File: src/rtl/mca_pkg.sv
`timescale 1ns/1ps
package mca_pkg;

    localparam int EMIT_W = 4;
    localparam int CW_W   = EMIT_W + 5;

    // Control word, MSB first: emit value, emit enable, write back,
    // set condition code, complement, execute.
    typedef struct packed {
        logic [EMIT_W-1:0] emit;
        logic              emit_en;
        logic              wb;
        logic              setcc;
        logic              comp;
        logic              go;
    } ctl_t;

    typedef enum logic [1:0] {
        CC_ZERO = 2'd0,
        CC_NEG  = 2'd1,
        CC_POS  = 2'd2,
        CC_OVF  = 2'd3
    } cc_t;

endpackage

File: src/rtl/mca_tc.sv
`timescale 1ns/1ps
module mca_tc #(
    parameter int W = 32
) (
    input  logic [W-1:0] opnd_in,
    input  logic         comp,
    output logic [W-1:0] opnd_out,
    output logic         carry_in
);
    // True/complement gating, one XOR per bit.
    for (genvar i = 0; i < W; i++) begin : g_tc
        assign opnd_out[i] = opnd_in[i] ^ comp;
    end

    // The +1 of a two's-complement subtract enters as the adder carry-in.
    assign carry_in = comp;
endmodule

File: src/rtl/mca_ripple.sv
`timescale 1ns/1ps
module mca_ripple #(
    parameter int W = 32
) (
    input  logic [W-1:0] a,
    input  logic [W-1:0] b,
    input  logic         cin,
    output logic [W-1:0] sum,
    output logic         c_top,
    output logic         c_next
);
    logic [W:0] c;

    assign c[0] = cin;

    for (genvar i = 0; i < W; i++) begin : g_fa
        assign sum[i]   = a[i] ^ b[i] ^ c[i];
        assign c[i+1]   = (a[i] & b[i]) | (c[i] & (a[i] ^ b[i]));
    end

    // Carry out of the most significant position, and out of the one below.
    assign c_top  = c[W];
    assign c_next = c[W-1];
endmodule

File: src/rtl/mca_ccgen.sv
`timescale 1ns/1ps
module mca_ccgen
    import mca_pkg::*;
#(
    parameter int W = 32
) (
    input  logic [W-1:0] sum,
    input  logic         ovf,
    output cc_t          code
);
    always_comb begin
        if (ovf) begin
            code = CC_OVF;
        end else if (sum == '0) begin
            code = CC_ZERO;
        end else if (sum[W-1]) begin
            code = CC_NEG;
        end else begin
            code = CC_POS;
        end
    end
endmodule

File: src/rtl/mc_add_unit.sv
`timescale 1ns/1ps
module mc_add_unit
    import mca_pkg::*;
#(
    parameter int W = 32
) (
    input  logic                clk,
    input  logic                rst,
    input  logic                ld_left,
    input  logic                ld_right,
    input  logic [W-1:0]        din,
    input  logic [CW_W-1:0]     ctl_word,
    output logic [W-1:0]        left_q,
    output logic [W-1:0]        right_q,
    output logic [W-1:0]        sum_q,
    output logic                ovf_q,
    output logic [1:0]          cc_q,
    output logic [EMIT_W-1:0]   emit_q
);
    ctl_t         cw;
    logic [W-1:0] b_in;
    logic         cin;
    logic [W-1:0] sum_n;
    logic         c_top;
    logic         c_next;
    logic         ovf_n;
    cc_t          cc_n;

    assign cw = ctl_t'(ctl_word);

    mca_tc #(.W(W)) u_tc (
        .opnd_in  (right_q),
        .comp     (cw.comp),
        .opnd_out (b_in),
        .carry_in (cin)
    );

    mca_ripple #(.W(W)) u_add (
        .a      (left_q),
        .b      (b_in),
        .cin    (cin),
        .sum    (sum_n),
        .c_top  (c_top),
        .c_next (c_next)
    );

    assign ovf_n = c_top ^ c_next;

    mca_ccgen #(.W(W)) u_cc (
        .sum  (sum_n),
        .ovf  (ovf_n),
        .code (cc_n)
    );

    always_ff @(posedge clk) begin
        if (rst) begin
            left_q  <= '0;
            right_q <= '0;
            sum_q   <= '0;
            ovf_q   <= 1'b0;
            cc_q    <= CC_ZERO;
            emit_q  <= '0;
        end else begin
            if (ld_left) begin
                left_q <= din;
            end
            if (cw.go && cw.wb) begin
                right_q <= sum_n;
            end else if (ld_right) begin
                right_q <= din;
            end
            if (cw.go) begin
                sum_q <= sum_n;
                ovf_q <= ovf_n;
                if (cw.setcc) begin
                    cc_q <= cc_n;
                end
            end
            if (cw.emit_en) begin
                emit_q <= cw.emit;
            end
        end
    end

    assert_reset_clear_R1: assert property (@(posedge clk)
        rst |=> (left_q == '0 && right_q == '0 && sum_q == '0 &&
                 !ovf_q && cc_q == 2'd0 && emit_q == '0));

    assert_load_left_R2: assert property (@(posedge clk) disable iff (rst)
        ld_left |=> left_q == $past(din));

    assert_add_R3: assert property (@(posedge clk) disable iff (rst)
        (cw.go && !cw.comp) |=> sum_q == $past(left_q + right_q));

    assert_sub_R4: assert property (@(posedge clk) disable iff (rst)
        (cw.go && cw.comp) |=> sum_q == $past(left_q - right_q));

    assert_overflow_R5: assert property (@(posedge clk) disable iff (rst)
        cw.go |=> ovf_q == (($past(left_q[W-1]) == $past(right_q[W-1] ^ cw.comp)) &&
                            (sum_q[W-1] != $past(left_q[W-1]))));

    assert_ovf_priority_R6: assert property (@(posedge clk) disable iff (rst)
        (cw.go && cw.setcc) |=> (ovf_q ? (cc_q == 2'd3) : (cc_q != 2'd3)));

    assert_cc_hold_R7: assert property (@(posedge clk) disable iff (rst)
        !(cw.go && cw.setcc) |=> $stable(cc_q));

    assert_writeback_R8: assert property (@(posedge clk) disable iff (rst)
        (cw.go && cw.wb) |=> right_q == sum_q);

    assert_emit_R9: assert property (@(posedge clk) disable iff (rst)
        cw.emit_en |=> emit_q == $past(cw.emit));

    assert_idle_hold_R10: assert property (@(posedge clk) disable iff (rst)
        !cw.go |=> ($stable(sum_q) && $stable(ovf_q)));
endmodule

File: config.mk
export PLATFORM = sky130hd
export DESIGN_NAME = mc_add_unit
export DESIGN_NICKNAME = d
export VERILOG_FILES = /design/src/rtl/mca_pkg.sv /design/src/rtl/mca_tc.sv /design/src/rtl/mca_ripple.sv /design/src/rtl/mca_ccgen.sv /design/src/rtl/mc_add_unit.sv
export SDC_FILE = /design/constraint.sdc
export NUM_CORES = 1
export LEC_CHECK = 0
export BUFFER_PORTS_ARGS = -buffer_cell sky130_fd_sc_hd__buf_2
export CAP_MARGIN = 10
export CORE_MARGIN = 1
export CORE_UTILIZATION = 53
export DETAILED_ROUTE_END_ITERATION = 8
export HOLD_SLACK_MARGIN = 0.08
export PLACE_DENSITY = 0.82
export SYNTH_ARGS = -nofsm -noshare
export SYNTH_HDL_FRONTEND = slang
export SYNTH_SLANG_ARGS = --single-unit
File: constraint.sdc
create_clock -name clk -period 22.5 [get_ports clk]
set_clock_uncertainty 0.05 [all_clocks]
set_input_delay 4.5 -clock clk [delete_from_list [all_inputs] [get_ports clk]]
set_output_delay 4.5 -clock clk [all_outputs]
set_load 0.02 [all_outputs]
Word level (Yosys, flattened, before mapping). Cells that the tools add are included. W data, S select, Z words.

Output and inout bits: 103. Flip-flop bits (word level): 103. Input bits: 45.

Reduce and logical (&&, ||, !) cells: 4. Mux-type cells: 5. Bitwise operators: 193.

Operators by type and width (count): $xor A1 B1 Y1 (97); $and A1 B1 Y1 (64); $mux W32 (2); $logic_not A32 Y1 (1); $or A1 B1 Y1 (32); $mux W2 (3); $reduce_and A2 Y1 (1); $reduce_bool A2 Y1 (1); $logic_and A1 B1 Y1 (1).

Logic depth before layout (Yosys ltp). Gate-level depths: netlist of the first run.

Depth after elaboration: 68. Mapped depth: 39. Gate-level depth less buffers: 37.

Modules after synthesis. Synthesis of the first run repeated with hierarchy kept, for this count alone.

Cell total of the unflattened synthesis: 472. Area, all modules: 5445.2 um2.

By module, submodules not included: mc_add_unit (cells each 380, area each 4315.4 um2, instances 1); mca_ripple (cells each 42, area each 678.2 um2, instances 1); mca_tc (cells each 37, area each 359.1 um2, instances 1); mca_ccgen (cells each 13, area each 92.6 um2, instances 1).

Worst setup path after synthesis of the first run. OpenSTA, ideal clock, no wires.

Kind: input-to-reg. From: in ctl_word[1]. To: reg cc_q[1]. Path slack: 4.834 ns. Stages: 39. Required time: 22.319 ns. Path buffers: 2. Data arrival time: 17.485 ns. Cells stage by stage: clkbuf_1 buf_2 xnor2_1 fa_1 fa_1 fa_1 fa_1 fa_1 fa_1 fa_1 fa_1 fa_1 fa_1 fa_1 fa_1 fa_1 fa_1 fa_1 (+3 left out) fa_1 fa_1 fa_1 fa_1 fa_1 fa_1 fa_1 fa_1 fa_1 inv_1 fa_1 inv_1 fa_1 fa_1 fa_1 nand3_1 nor4_1 a31oi_1.

Longest elaborated chain between the ends: 68. Elaborated cells on any way between the ends: 197. Classes of those cells: mux (3); bitwise (193); reduce/logical (1).

RTL lines: start: declaration (line mc_add_unit.sv:12) `input logic [CW_W-1:0] ctl_word,`; $xor A1 B1 Y1 (line mca_tc.sv:12) `assign opnd_out[i] = opnd_in[i] ^ comp;`; $xor A1 B1 Y1 (line mca_ripple.sv:17, mca_ripple.sv:18); $and A1 B1 Y1 (line mca_ripple.sv:18) `assign c[i+1] = (a[i] & b[i]) | (c[i] & (a[i] ^ b[i]));`; $or A1 B1 Y1 (line mca_ripple.sv:18); $and A1 B1 Y1 (line mca_ripple.sv:18); $or A1 B1 Y1 (line mca_ripple.sv:18); $and A1 B1 Y1 (line mca_ripple.sv:18); $or A1 B1 Y1 (line mca_ripple.sv:18); (+52 left out); $and A1 B1 Y1 (line mca_ripple.sv:18); $or A1 B1 Y1 (line mca_ripple.sv:18); $and A1 B1 Y1 (line mca_ripple.sv:18); $or A1 B1 Y1 (line mca_ripple.sv:18); $xor A1 B1 Y1 or $and A1 B1 Y1 (tied branches) (line mca_ripple.sv:17, mca_ripple.sv:18); $logic_not A32 Y1 (tied with other cells) (line mca_ccgen.sv:14) `end else if (sum == '0) begin`; $mux W2 or $xor A1 B1 Y1 (tied branches) (line mca_ccgen.sv:14, mc_add_unit.sv:47); $mux W2 * (line mca_ccgen.sv:12) `if (ovf) begin`; end signal: assignment (line mc_add_unit.sv:76) `cc_q <= cc_n;`; end: declaration (line mc_add_unit.sv:17) `output logic [1:0] cc_q,`.

Mark *: on every way between the ends. The rest lies on a longest branch, timed or not. A chain may end at the register's enable or synchronous reset.

Final worst setup path of the first run. Ends and elaborated chain as after synthesis.

==> results of run 1 <==
==> area by class of cell <==
| class | instances | area share [%] |
|---|---|---|
| tap | 133 | 2.650 |
| inverter | 34 | 2.032 |
| sequential | 103 | 32.84 |
| clock buffer | 11 | 2.411 |
| multi-input combinational | 322 | 46.68 |
| timing repair buffer | 150 | 12.11 |
| clock inverter | 5 | 1.275 |
==> cells by family (layout without fill, tap and decap cells) <==
kind of cell,count (synthesis),after routing,synth area share (%)
adder cells (fa/ha/maj),31,31,11.54
XOR/XNOR,33,33,5.376
flip-flops,103,103,38.35
AO/OA/AOI/OAI,97,97,19.06
buffers and inverters,76,200,7.121
AND/OR/NAND/NOR,120,120,10.91
multiplexers,41,41,7.633
==> final timing paths <==
kind                             startpoint  endpoint  slack [ns]  depth (start not counted)
worst max-delay path            ctl_word[1]   cc_q[1]        4.11                         38
worst min-delay path               sum_q[5]  sum_q[5]        0.43                          2
worst max register to register   right_q[0]   cc_q[1]        8.51                         37
worst min register to register     sum_q[5]  sum_q[5]        0.43                          2
==> flip-flops by register name, summed over array words and instances, names as in the netlist <==
register / flops
left_q: 32
cc_q: 2
right_q: 32
ovf_q: 1
sum_q: 32
emit_q: 4
==> report_power, final <==
group	total, W	internal [W]	switching (W)
Combinational	0.000152	0.0000598	0.0000921
Clock	0.000133	0.0000686	0.0000642
Sequential	0.000213	0.000200	0.0000134
Total	0.000498	0.000328	0.000170
==> synthesized netlist by cell type (all sizes together) <==
library cell  count  area [µm²]
dfxtp           103        2062
a211oi           91       978.4
nor2             71       266.5
mux2i            41       410.4
inv              34       127.6
fa               31       620.6
xnor2            30       262.8
buf              27       195.2
and2b            18       135.1
clkbuf           15       60.06
nor2b            12       75.07
nand4             6       37.54
nand2             3       11.26
nand3             3       15.01
xor2              3       26.28
a31oi             2       12.51
nor3              2       10.01
nor4              2       12.51
a21o              1       7.510
a21oi             1       5.000
and2              1       8.760
nand4b            1       8.760
o211ai            1       12.51
o311ai            1       8.760
or2               1       6.260
==> metal layers <==
metal,GRT usage (%),wire length (µm),up-vias
met3,2.983,645,18
li1,-,-,1951
met2,42.97,6454,127
met1,31.25,5445,1974
met5,0,0,-
met4,9.451,236,0
==> critical path: cells and delay by family <==
family,cells,cell delay (ns)
mux,1,0.22
compound gates,1,0.12
buf+inv,3,0.83
simple gates,2,0.48
fa+ha+maj,31,12.43
==> layout by cell type (no fill, tap or decap) <==
| cell | count |
|---|---|
| sky130_fd_sc_hd__a21o_1 | 1 |
| sky130_fd_sc_hd__and2_4 | 1 |
| sky130_fd_sc_hd__buf_2 | 146 |
| sky130_fd_sc_hd__inv_1 | 34 |
| sky130_fd_sc_hd__clkinv_2 | 1 |
| sky130_fd_sc_hd__nor4_1 | 2 |
| sky130_fd_sc_hd__a21oi_1 | 1 |
| sky130_fd_sc_hd__o211ai_2 | 1 |
| sky130_fd_sc_hd__mux2i_1 | 41 |
| sky130_fd_sc_hd__nor2_1 | 71 |
| sky130_fd_sc_hd__nand4_1 | 6 |
| sky130_fd_sc_hd__nand2_1 | 3 |
| sky130_fd_sc_hd__o311ai_1 | 1 |
| sky130_fd_sc_hd__nand4b_1 | 1 |
| sky130_fd_sc_hd__clkinvlp_4 | 2 |
| sky130_fd_sc_hd__nor2b_1 | 12 |
| sky130_fd_sc_hd__xor2_1 | 3 |
| sky130_fd_sc_hd__dfxtp_1 | 103 |
| sky130_fd_sc_hd__fa_1 | 31 |
| sky130_fd_sc_hd__a211oi_1 | 32 |
| sky130_fd_sc_hd__nand3_1 | 3 |
| sky130_fd_sc_hd__nor3_1 | 2 |
| sky130_fd_sc_hd__clkbuf_8 | 11 |
| sky130_fd_sc_hd__or2_2 | 1 |
| sky130_fd_sc_hd__a31oi_1 | 2 |
| sky130_fd_sc_hd__bufinv_16 | 2 |
| sky130_fd_sc_hd__buf_4 | 4 |
| sky130_fd_sc_hd__and2b_1 | 18 |
| sky130_fd_sc_hd__xnor2_1 | 30 |
| sky130_fd_sc_hd__a211oi_2 | 59 |
==> per-stage QoR <==
| stage | cell area [µm²] | hold slack [ns] | setup slack, ns | utilization, % |
|---|---|---|---|---|
| global route | 6280 | 0.4564 | 3.629 | 63.95 |
| floorplan | 5376 | 0.4992 | 4.834 | - |
| global placement | 6048 | 0.4177 | 4.171 | 61.60 |
| detailed placement | 6048 | 0.4174 | 3.837 | 61.60 |
| CTS | 6280 | 0.4300 | 4.131 | 63.95 |
| finish | 6280 | 0.4312 | 4.114 | 63.95 |
==> summary.txt, run 1 <==
Timing
  – Number of pins exceeding their max-slew limit in the final report: 0
  – Total Negative Setup Slacks: 0 ns
  – Final critical-path required period: about 18 ns
  – Slew at the pin closest to its max-slew limit: between 1 and 1.5 ns
  – Final number of hold-violating endpoints: 0
  – Final number of setup-violating endpoints: 0
  – Normalized max-slew margin: a little under a third
  – Fraction of the cycle the final worst path needs: approximately 80%
  – Setup repair after global routing missed its margin: false
  – Maximum operating frequency: approximately 54 MHz

Cells and area
  – Area used by sequential logic in the layout: between 0.002 and 0.0025 mm²
  – Fill cell total of the finished layout: ~840
  – Synthesis-to-layout area growth: 16.80%
  – Final #Nets: roughly 700
  – Non-filler instance count after layout: 758
  – Antenna cell count: 0
  – Footprint of the multi-input gates: about 0.0029 mm²
  – Share of post-route cells with drive strength above 1: about 36%

Power
  – Maximum vdd drop: 36.39 µV
  – Pleak: between 2 and 3 nW
  – Overall power of the completed layout: about 0.0005 W
  – Power Dens Cells: approximately 79 mW/mm²

Global route
  – GRT Residual Overflow: 0
  – Largest net degree at the start of global routing: 71
  – Number of antenna violations at the first check in global routing: 0
  – Global-route wire length before repair: ~20 mm
  – Overall Global Routing Usage: 24.67%
  – Via count of the first global-routing pass: roughly 3.9k

Setup path
  – Critical path capture point type: register
  – Worst EP arrival: about 19 ns
  – CP peak stage delay: about 0.67 ns
  – CP Data Required Time: about 23 ns
  – Max FO, Critical Path: 32
  – Critical Path Slowest Stage Cell: sky130_fd_sc_hd__buf_2
  – Setup Crit Path Kind: primary input to register
  – Worst path most repeated cell: sky130_fd_sc_hd__fa_1
  – Critical path launch point type: primary input

Clock network
  – Post-CTS resize count: 0
  – Total setup buffers inserted after CTS: 0
  – Number of buffers added by the clock tree synthesis step: 9
  – Clock Sinks: roughly 100
  – Master cell of the clock root buffer: sky130_fd_sc_hd__clkbuf_8
  – Maximum level of the CTS H-tree: 3
  – CTS tree: built
  – Clock transition at the registers of the reported paths: 0.10 ns
  – Number of buffers added to fix hold violations after cts: 0
  – Buffer depth of the longest clock path: 2
  – Clock network latency to the later pin of the worst-skew pair: between 0.3 and 0.4 ns

Placed design
  – Placed wire-length estimate: 9.117 mm
  – Routability cong.: roughly 0.83
  – Buffers added on ports: 147
  – Number of instances in the placed design: 742

Synth
  – Netlist cell types: 31
  – Syn Area/Cell: about 11 µm²
  – Post-synthesis cell area: about 0.0054 mm²
  – Count of warnings emitted by yosys: 0
  – Sequential fraction of the synthesis area: a little under two fifths
  – Number of flip-flops and latches in the synthesized netlist: ~100
  – Number of nets produced by synthesis: 577
  – Number of instances in the synthesized netlist: approximately 500

Floorplanning
  – Starting density of the core: 54.75%
  – Die width: around 100 µm
  – Row cnt: 36
  – Chip height: around 100 µm
  – Boundary pin count: roughly 150
  – Die footprint: 0.01055 mm²
  – Core ar.: just under 0.01 mm²

Detailed routing
  – Number of routed nets with antenna violations: 0
  – Total length of routed wires: ~13 mm
  – First-pass iteration count of the detailed router: 6
  – Initial DRC Count: approximately 140
  – Average wire per standard cell: between 15 and 20 µm
  – Remaining routing DRC violations: 1
  – Per-cell via count in the routed design: 5.369
  – Number of vias in the routed layout: between 4k and 5k

Run status
  – Violations in the final reports: design-rule violations
  – Status: finished with violations

Hold path
  – Worst hold path class: register to register

Run
  – Max-capacitance violation count: 0
Note: power is estimated with default switching activity, not from simulation.
==> run 2: changes to the inputs <==
Settings changed: ABC_AREA set to 1, CORE_UTILIZATION 53 to 52, PLACE_DENSITY 0.82 to 0.81.
Clock period 22.5 ns to 18.5 ns, I/O delays scaled along.
==> run 2 against run 1 <==
The run now ends clean. Critical path depth grew 2. Wire length rose by 2.5%. Largest cell class unchanged. Setup slack got worse by 2.7 ns.
==> summary.txt, run 2 <==
Synth
  – Sequential fraction of the synthesis area: 41.42% (+3.1 points)
  – Syn Area/Cell: 9.068 µm² (-15%)
  – Ys flop type: sky130_fd_sc_hd__dfxtp_1
  – Most frequent cell after synthesis: sky130_fd_sc_hd__dfxtp_1
  – Number of instances in the synthesized netlist: 549 (+9.6%)
  – Fraction of post-synthesis cell area in the top cell type by area: 41.42% (+3.1 points)
  – Post-synthesis cell area: 0.004979 mm² (-7.4%)
  – Netlist cell types: 25 (-19%)
  – Share of flip-flops with an asynchronous set or reset after synthesis: 0% (unchanged)
  – Count of warnings emitted by yosys: 0 (unchanged)
  – Most frequent cells after synthesis: sky130_fd_sc_hd__dfxtp_1 (103), sky130_fd_sc_hd__a21oi_1 (92), sky130_fd_sc_hd__o21ai_0 (73)
  – Number of flip-flops and latches in the synthesized netlist: 103 (unchanged)
  – Synth area leaders: sky130_fd_sc_hd__dfxtp_1 (41%), sky130_fd_sc_hd__fa_1 (12%), sky130_fd_sc_hd__a21oi_1 (9.2%), sky130_fd_sc_hd__o21ai_0 (7.3%), sky130_fd_sc_hd__a221oi_2 (6.3%)
  – Number of nets produced by synthesis: 625 (+8.3%)
  – Number of enable-type register cells in the synthesized netlist: 0 (unchanged)
  – Cell type with the highest aggregate area in the netlist: sky130_fd_sc_hd__dfxtp_1

Detailed routing
  – Routed length on met3: 915 µm (+42%)
  – Total length of routed wires: 13.11 mm (+2.5%)
  – Routed wire length on met2: 6.227 mm (-3.5%)
  – Remaining routing DRC violations: 0 (-1)
  – Number of routed nets with antenna violations: 0 (unchanged)
  – Routed met1 length: 5.727 mm (+5.2%)
  – Number of vias in the routed layout: 4380 (+7.6%)
  – Average wire per standard cell: 16.26 µm (-3.6%)
  – First-pass iteration count of the detailed router: 5 (-1)
  – Per-cell via count in the routed design: 5.434 (+1.2%)
  – Initial DRC Count: 200 (+46%)
  – Top metal layer carrying routed signals: met4

Global route
  – Via count of the first global-routing pass: 4276 (+10%)
  – Overall Global Routing Usage: 26.89% (+2.2 points)
  – Global-route wire length before repair: 21.09 mm (+7.5%)
  – GRT Residual Overflow: 0 (unchanged)
  – Largest net degree at the start of global routing: 69 (-2.8%)
  – Number of antenna violations at the first check in global routing: 1 (+1)

Clock network
  – CTS tree: built
  – Buffer depth of the longest clock path: 2 (unchanged)
  – Master cell of the clock root buffer: sky130_fd_sc_hd__clkbuf_8
  – Clock network latency to the later pin of the worst-skew pair: 0.36 ns (about the same)
  – Clock transition at the registers of the reported paths: 0.10 ns (about the same)
  – Maximum level of the CTS H-tree: 3 (unchanged)
  – Number of buffers added by the clock tree synthesis step: 9 (unchanged)
  – Number of buffers added to fix hold violations after cts: 0 (unchanged)
  – Post-CTS resize count: 0 (unchanged)
  – Total setup buffers inserted after CTS: 0 (unchanged)
  – Clock Sinks: 103 (unchanged)

Cells and area
  – Most frequent cells in the layout: sky130_fd_sc_hd__buf_2 (147), sky130_fd_sc_hd__dfxtp_1 (103), sky130_fd_sc_hd__a21oi_1 (92)
  – Synthesis-to-layout area growth: 17.44%
  – Largest registers: left_q (32), right_q (32), sum_q (32)
  – Fill cell total of the finished layout: 805 (-4.6%)
  – Footprint of the multi-input gates: 0.002495 mm² (-15%)
  – Area used by sequential logic in the layout: 0.002062 mm² (unchanged)
  – Share of post-route cells with drive strength above 1: 28.51% (-8.0 points)
  – Leading cell type in the layout, fill and taps excluded: sky130_fd_sc_hd__buf_2
  – Antenna cell count: 0 (unchanged)
  – Final #Nets: 748 (+7.5%)

Timing
  – Total Negative Setup Slacks: 0 ns (unchanged)
  – Setup repair after global routing missed its margin: false
  – Final number of setup-violating endpoints: 0 (unchanged)
  – Maximum operating frequency: a little under 60 MHz
  – Number of pins exceeding their max-slew limit in the final report: 0 (unchanged)
  – Final critical-path required period: ~17 ns
  – Fraction of the cycle the final worst path needs: just over 90%
  – Slew at the pin closest to its max-slew limit: 0.9766 ns (-0.04853 ns)
  – Final number of hold-violating endpoints: 0 (unchanged)
  – Normalized max-slew margin: 34.80% (+3.1 points)

Placed design
  – Routability cong.: 0.8477 (+1.7%)
  – Buffers added on ports: 147 (unchanged)
  – Placed wire-length estimate: 9.212 mm (+1.0%)

Floorplanning
  – Starting density of the core: 53.88% (-0.87 points)
  – Core ar.: 0.009240 mm² (-5.9%)
  – Die width: 99.85 µm (-2.8%)
  – Die footprint: 0.009969 mm² (-5.5%)
  – Chip height: 99.85 µm (-2.8%)
  – Boundary pin count: 148 (unchanged)
  – Row cnt: 35 (-2.8%)

Setup path
  – Critical path capture point type: register
  – CP Data Required Time: 18.71 ns (-3.99 ns)
  – Worst path most repeated cell: sky130_fd_sc_hd__fa_1
  – Setup Crit Path Kind: primary input to register
  – Critical path buffers and inverters: 3 (unchanged)
  – Critical path launch point type: primary input
  – Max FO, Critical Path: 16 (-50%)
  – CP peak stage delay: 0.61 ns (-0.06 ns)
  – Critical Path Slowest Stage Cell: sky130_fd_sc_hd__fa_1
  – Worst EP arrival: 17.27 ns (-1.32 ns)
  – CP top delay family: adder cells

Power
  – Maximum vdd drop: 50.95 µV (+40%)
  – Overall power of the completed layout: 0.0005775 W (+16%)
  – Power Dens Cells: 98.76 mW/mm² (+25%)
  – Pleak: 2.552 nW (-4.9%)

Run
  – Max-capacitance violation count: 0 (unchanged)

Hold path
  – Worst hold path class: register to register

Run status
  – Status: finished, final reports clean
[run 2: worst min-delay path, stage by stage (launching register included)]
cell and delay, ns:
sky130_fd_sc_hd__dfxtp_1 0.33, sky130_fd_sc_hd__nor2_1 0.09, sky130_fd_sc_hd__a211oi_1 0.05
[run 2: through the flow]
stage	utilization (%)	instances	worst slack (ns)	area (µm²)	hold slack [ns]
6_report	63.28	806	1.437	5847	0.4561
5_1_grt	63.28	806	0.9526	5847	0.4790
4_1_cts	63.28	806	1.450	5847	0.4532
3_5_place_dp	61.41	790	1.162	5674	0.4375
3_3_place_gp	61.41	790	1.415	5674	0.4278
2_1_floorplan	-	549	1.783	4979	0.4991
[run 2: final cells by class]
type	instances	share of cell area, %
inverters	50	3.253
flip-flops and latches	103	35.27
multi-input cells	357	42.67
well taps	129	2.761
clock inverters	7	0.8346
repair buffers	151	13.10
clock buffers	9	2.119
[run 2: cell families after synthesis]
logic type | synth area share (%)
and+or+nand+nor | 7.690
xor gates and xnor gates | 5.630
adders and majority gates | 12.47
buffers and inverters | 8.470
AOI/OAI and AO/OA | 24.33
DFF | 41.42
[run 2: metal layers]
layer  vias up  track usage [%]
li1       2093                -
met1      2077            34.88
met2       185            45.41
met3        25            4.944
met4         0            8.937
met5         -                0
[run 2: worst paths after layout]
kind	from	to	slack, ns	cells after the start
setup / recovery	ctl_word[1]	cc_q[1]	1.44	40
hold / removal	sum_q[28]	sum_q[28]	0.46	2
setup reg to reg	left_q[0]	cc_q[1]	4.71	41
hold reg to reg	sum_q[28]	sum_q[28]	0.46	2
[run 2: where the power goes]
group	switching [W]	total (W)	internal (W)
clock	0.0000795	0.000129	0.0000493
sequential	0.0000152	0.000260	0.000244
combinational	0.000119	0.000189	0.0000698
==> run 3: changes to the inputs <==
Settings changed: BUFFER_PORTS_ARGS -buffer_cell sky130_fd_sc_hd__buf_2 to -buffer_cell sky130_fd_sc_hd__buf_4.
==> run 3 against run 2 <==
First-iteration DRC count shrank 24%. Die area is the same. Clock power grew 22%. Largest power group unchanged. Highest routed layer unchanged. Global-route usage grew 0.13 points. Flip-flop and latch count is the same. Power grew 7.4%. Fmax shrank 0.77%. Utilization grew 4.3 points. Register-to-register slack lost 0.03 ns. Clock-buffer cell count grew 2. Wire length is essentially flat.
==> summary.txt, run 3 (synthesis results as in run 2) <==
Placed design
  – Buffers added on ports: 147 (unchanged)
  – Routability cong.: 0.8173 (-3.6%)
  – Placed wire-length estimate: 9.052 mm (-1.7%)

Timing
  – Worst-case hold slack: 0.4577 ns (+0.001627 ns)
  – Maximum operating frequency: 58.15 MHz (-0.77%)
  – Setup repair after global routing missed its margin: false
  – Fraction of the cycle the final worst path needs: 92.95% (+0.72 points)
  – Final number of setup-violating endpoints: 0 (unchanged)
  – Number of pins exceeding their max-slew limit in the final report: 0 (unchanged)
  – Final critical-path required period: 17.20 ns (+0.1332 ns)
  – Normalized max-slew margin: 35.39% (+0.59 points)
  – Slew at the pin closest to its max-slew limit: 0.9677 ns (-0.008870 ns)
  – Total Negative Setup Slacks: 0 ns (unchanged)
  – Final number of hold-violating endpoints: 0 (unchanged)

Detailed routing
  – Initial DRC Count: 153 (-24%)
  – Number of routed nets with antenna violations: 0 (unchanged)
  – Routed length on met3: 832 µm (-9.1%)
  – Total length of routed wires: 13.10 mm (about the same)
  – Average wire per standard cell: 16.31 µm (+0.30%)
  – Number of vias in the routed layout: 4310 (-1.6%)
  – Per-cell via count in the routed design: 5.367 (-1.2%)
  – Routed met1 length: 5.606 mm (-2.1%)
  – First-pass iteration count of the detailed router: 5 (unchanged)
  – Top metal layer carrying routed signals: met4
  – Routed wire length on met2: 6.483 mm (+4.1%)
  – Remaining routing DRC violations: 0 (unchanged)

Clock network
  – Master cell of the clock root buffer: sky130_fd_sc_hd__clkbuf_8
  – Buffer depth of the longest clock path: 2 (unchanged)
  – Post-CTS resize count: 0 (unchanged)
  – Maximum level of the CTS H-tree: 3 (unchanged)
  – Clock Sinks: 103 (unchanged)
  – Total setup buffers inserted after CTS: 0 (unchanged)
  – Number of buffers added to fix hold violations after cts: 0 (unchanged)
  – CTS tree: built
  – Clock network latency to the later pin of the worst-skew pair: 0.37 ns (about the same)
  – Clock transition at the registers of the reported paths: 0.09 ns (about the same)
  – Number of buffers added by the clock tree synthesis step: 9 (unchanged)

Floorplanning
  – Boundary pin count: 148 (unchanged)
  – Starting density of the core: 53.88% (unchanged)
  – Core ar.: 0.009240 mm² (unchanged)
  – Die footprint: 0.009969 mm² (unchanged)
  – Chip height: 99.85 µm (unchanged)
  – Die width: 99.85 µm (unchanged)
  – Row cnt: 35 (unchanged)

Hold path
  – Worst hold path class: register to register
  – Worst Hold Path Cells: 2 (unchanged)
  – Source of the worst hold timing path: emit_q[2]
  – Hold Path Sink: emit_q[2]

Setup path
  – Critical register-to-register path startpoint: left_q[0]
  – CP peak stage delay: 0.63 ns (+0.02 ns)
  – Setup Crit Path Kind: primary input to register
  – Worst EP arrival: 17.40 ns (+0.13 ns)
  – Flop-to-flop setup slack: 4.68 ns (-0.03 ns)
  – Capture point of the worst reg-to-reg path: cc_q[1]
  – Depth of the worst register-to-register path: 41 (unchanged)
  – Critical Path Slowest Stage Cell: sky130_fd_sc_hd__fa_1
  – Max FO, Critical Path: 32 (+16)
  – CP Data Required Time: 18.71 ns (about the same)
  – Worst path most repeated cell: sky130_fd_sc_hd__fa_1
  – Critical path capture point type: register
  – Critical path launch point type: primary input

Cells and area
  – Antenna cell count: 0 (unchanged)
  – Synthesis-to-layout area growth: 25.38%
  – Largest registers: left_q (32), right_q (32), sum_q (32)
  – Most frequent cells in the layout: sky130_fd_sc_hd__buf_4 (148), sky130_fd_sc_hd__dfxtp_1 (103), sky130_fd_sc_hd__a21oi_1 (92)
  – Area used by sequential logic in the layout: 0.002062 mm² (unchanged)
  – Fill cell total of the finished layout: 722 (-10%)
  – Footprint of the multi-input gates: 0.002495 mm² (unchanged)
  – Share of post-route cells with drive strength above 1: 28.04% (-0.47 points)
  – Leading cell type in the layout, fill and taps excluded: sky130_fd_sc_hd__buf_4
  – Final #Nets: 745 (-0.40%)

Power
  – Maximum vdd drop: 54.61 µV (+7.2%)
  – Power Dens Cells: 99.39 mW/mm² (+0.63%)
  – Pleak: 2.627 nW (+3.0%)
  – Overall power of the completed layout: 0.0006204 W (+7.4%)

Global route
  – Number of antenna violations at the first check in global routing: 0 (-1)
  – Global-route wire length before repair: 21.14 mm (+0.26%)
  – Via count of the first global-routing pass: 4295 (+0.44%)
  – Largest net degree at the start of global routing: 69 (unchanged)
  – GRT Residual Overflow: 0 (unchanged)
  – Overall Global Routing Usage: 27.02% (+0.13 points)

Run status
  – Status: finished, final reports clean

Run
  – Max-capacitance violation count: 0 (unchanged)
==> run 3: worst max path at each step <==
| stage | from | endpoint | slack, ns | cells past startpoint |
|---|---|---|---|---|
| 5_1_grt | ctl_word[1] | cc_q[1] | 0.90 | 40 |
| 6_report | ctl_word[1] | cc_q[1] | 1.30 | 40 |
| 3_5_place_dp | ctl_word[1] | cc_q[1] | 1.08 | 40 |
| 4_1_cts | ctl_word[1] | cc_q[1] | 1.39 | 40 |
| 2_1_floorplan | ctl_word[1] | cc_q[1] | 1.78 | 41 |
| 3_3_place_gp | ctl_word[1] | cc_q[1] | 1.33 | 40 |
==> run 3: worst max-delay path: cells and delay by family <==
| family | cells | cell delay [ns] |
|---|---|---|
| AO/OA/AOI/OAI | 1 | 0.06 |
| buffers and inverters | 3 | 0.56 |
| adder cells (fa/ha/maj) | 31 | 12.50 |
| AND/OR/NAND/NOR | 4 | 0.38 |
| XOR/XNOR | 1 | 0.18 |
==> run 3: where the power goes <==
group	switching [W]	internal [W]
registers	0.0000167	0.000244
logic	0.000119	0.0000837
clock network	0.0000768	0.0000800
total	0.000212	0.000408
==> run 3: layout make-up <==
cell class | count | area share (%)
inverters | 50 | 3.047
clock buffers | 11 | 2.265
repair buffers | 148 | 17.80
multi-input cells | 357 | 39.97
clock inverters | 5 | 1.303
well taps | 129 | 2.586
flip-flops and latches | 103 | 33.03
==> run 3: routing by layer <==
metal	vias to the layer above	GRT usage, %
met5	-	0
met4	0	6.900
met3	20	5.571
met2	151	46.95
met1	2058	34.36
li1	2081	-
==> run 3: stage by stage <==
stage                     area, µm²  setup slack, ns  util, %  std cells
after global routing           6242           0.8981    67.56        803
after CTS                      6242            1.388    67.56        803
after floorplan                4979            1.783        -        549
after detailed placement       6020            1.085    65.15        787
after global placement         6020            1.325    65.15        787
final                          6242            1.304    67.56        803
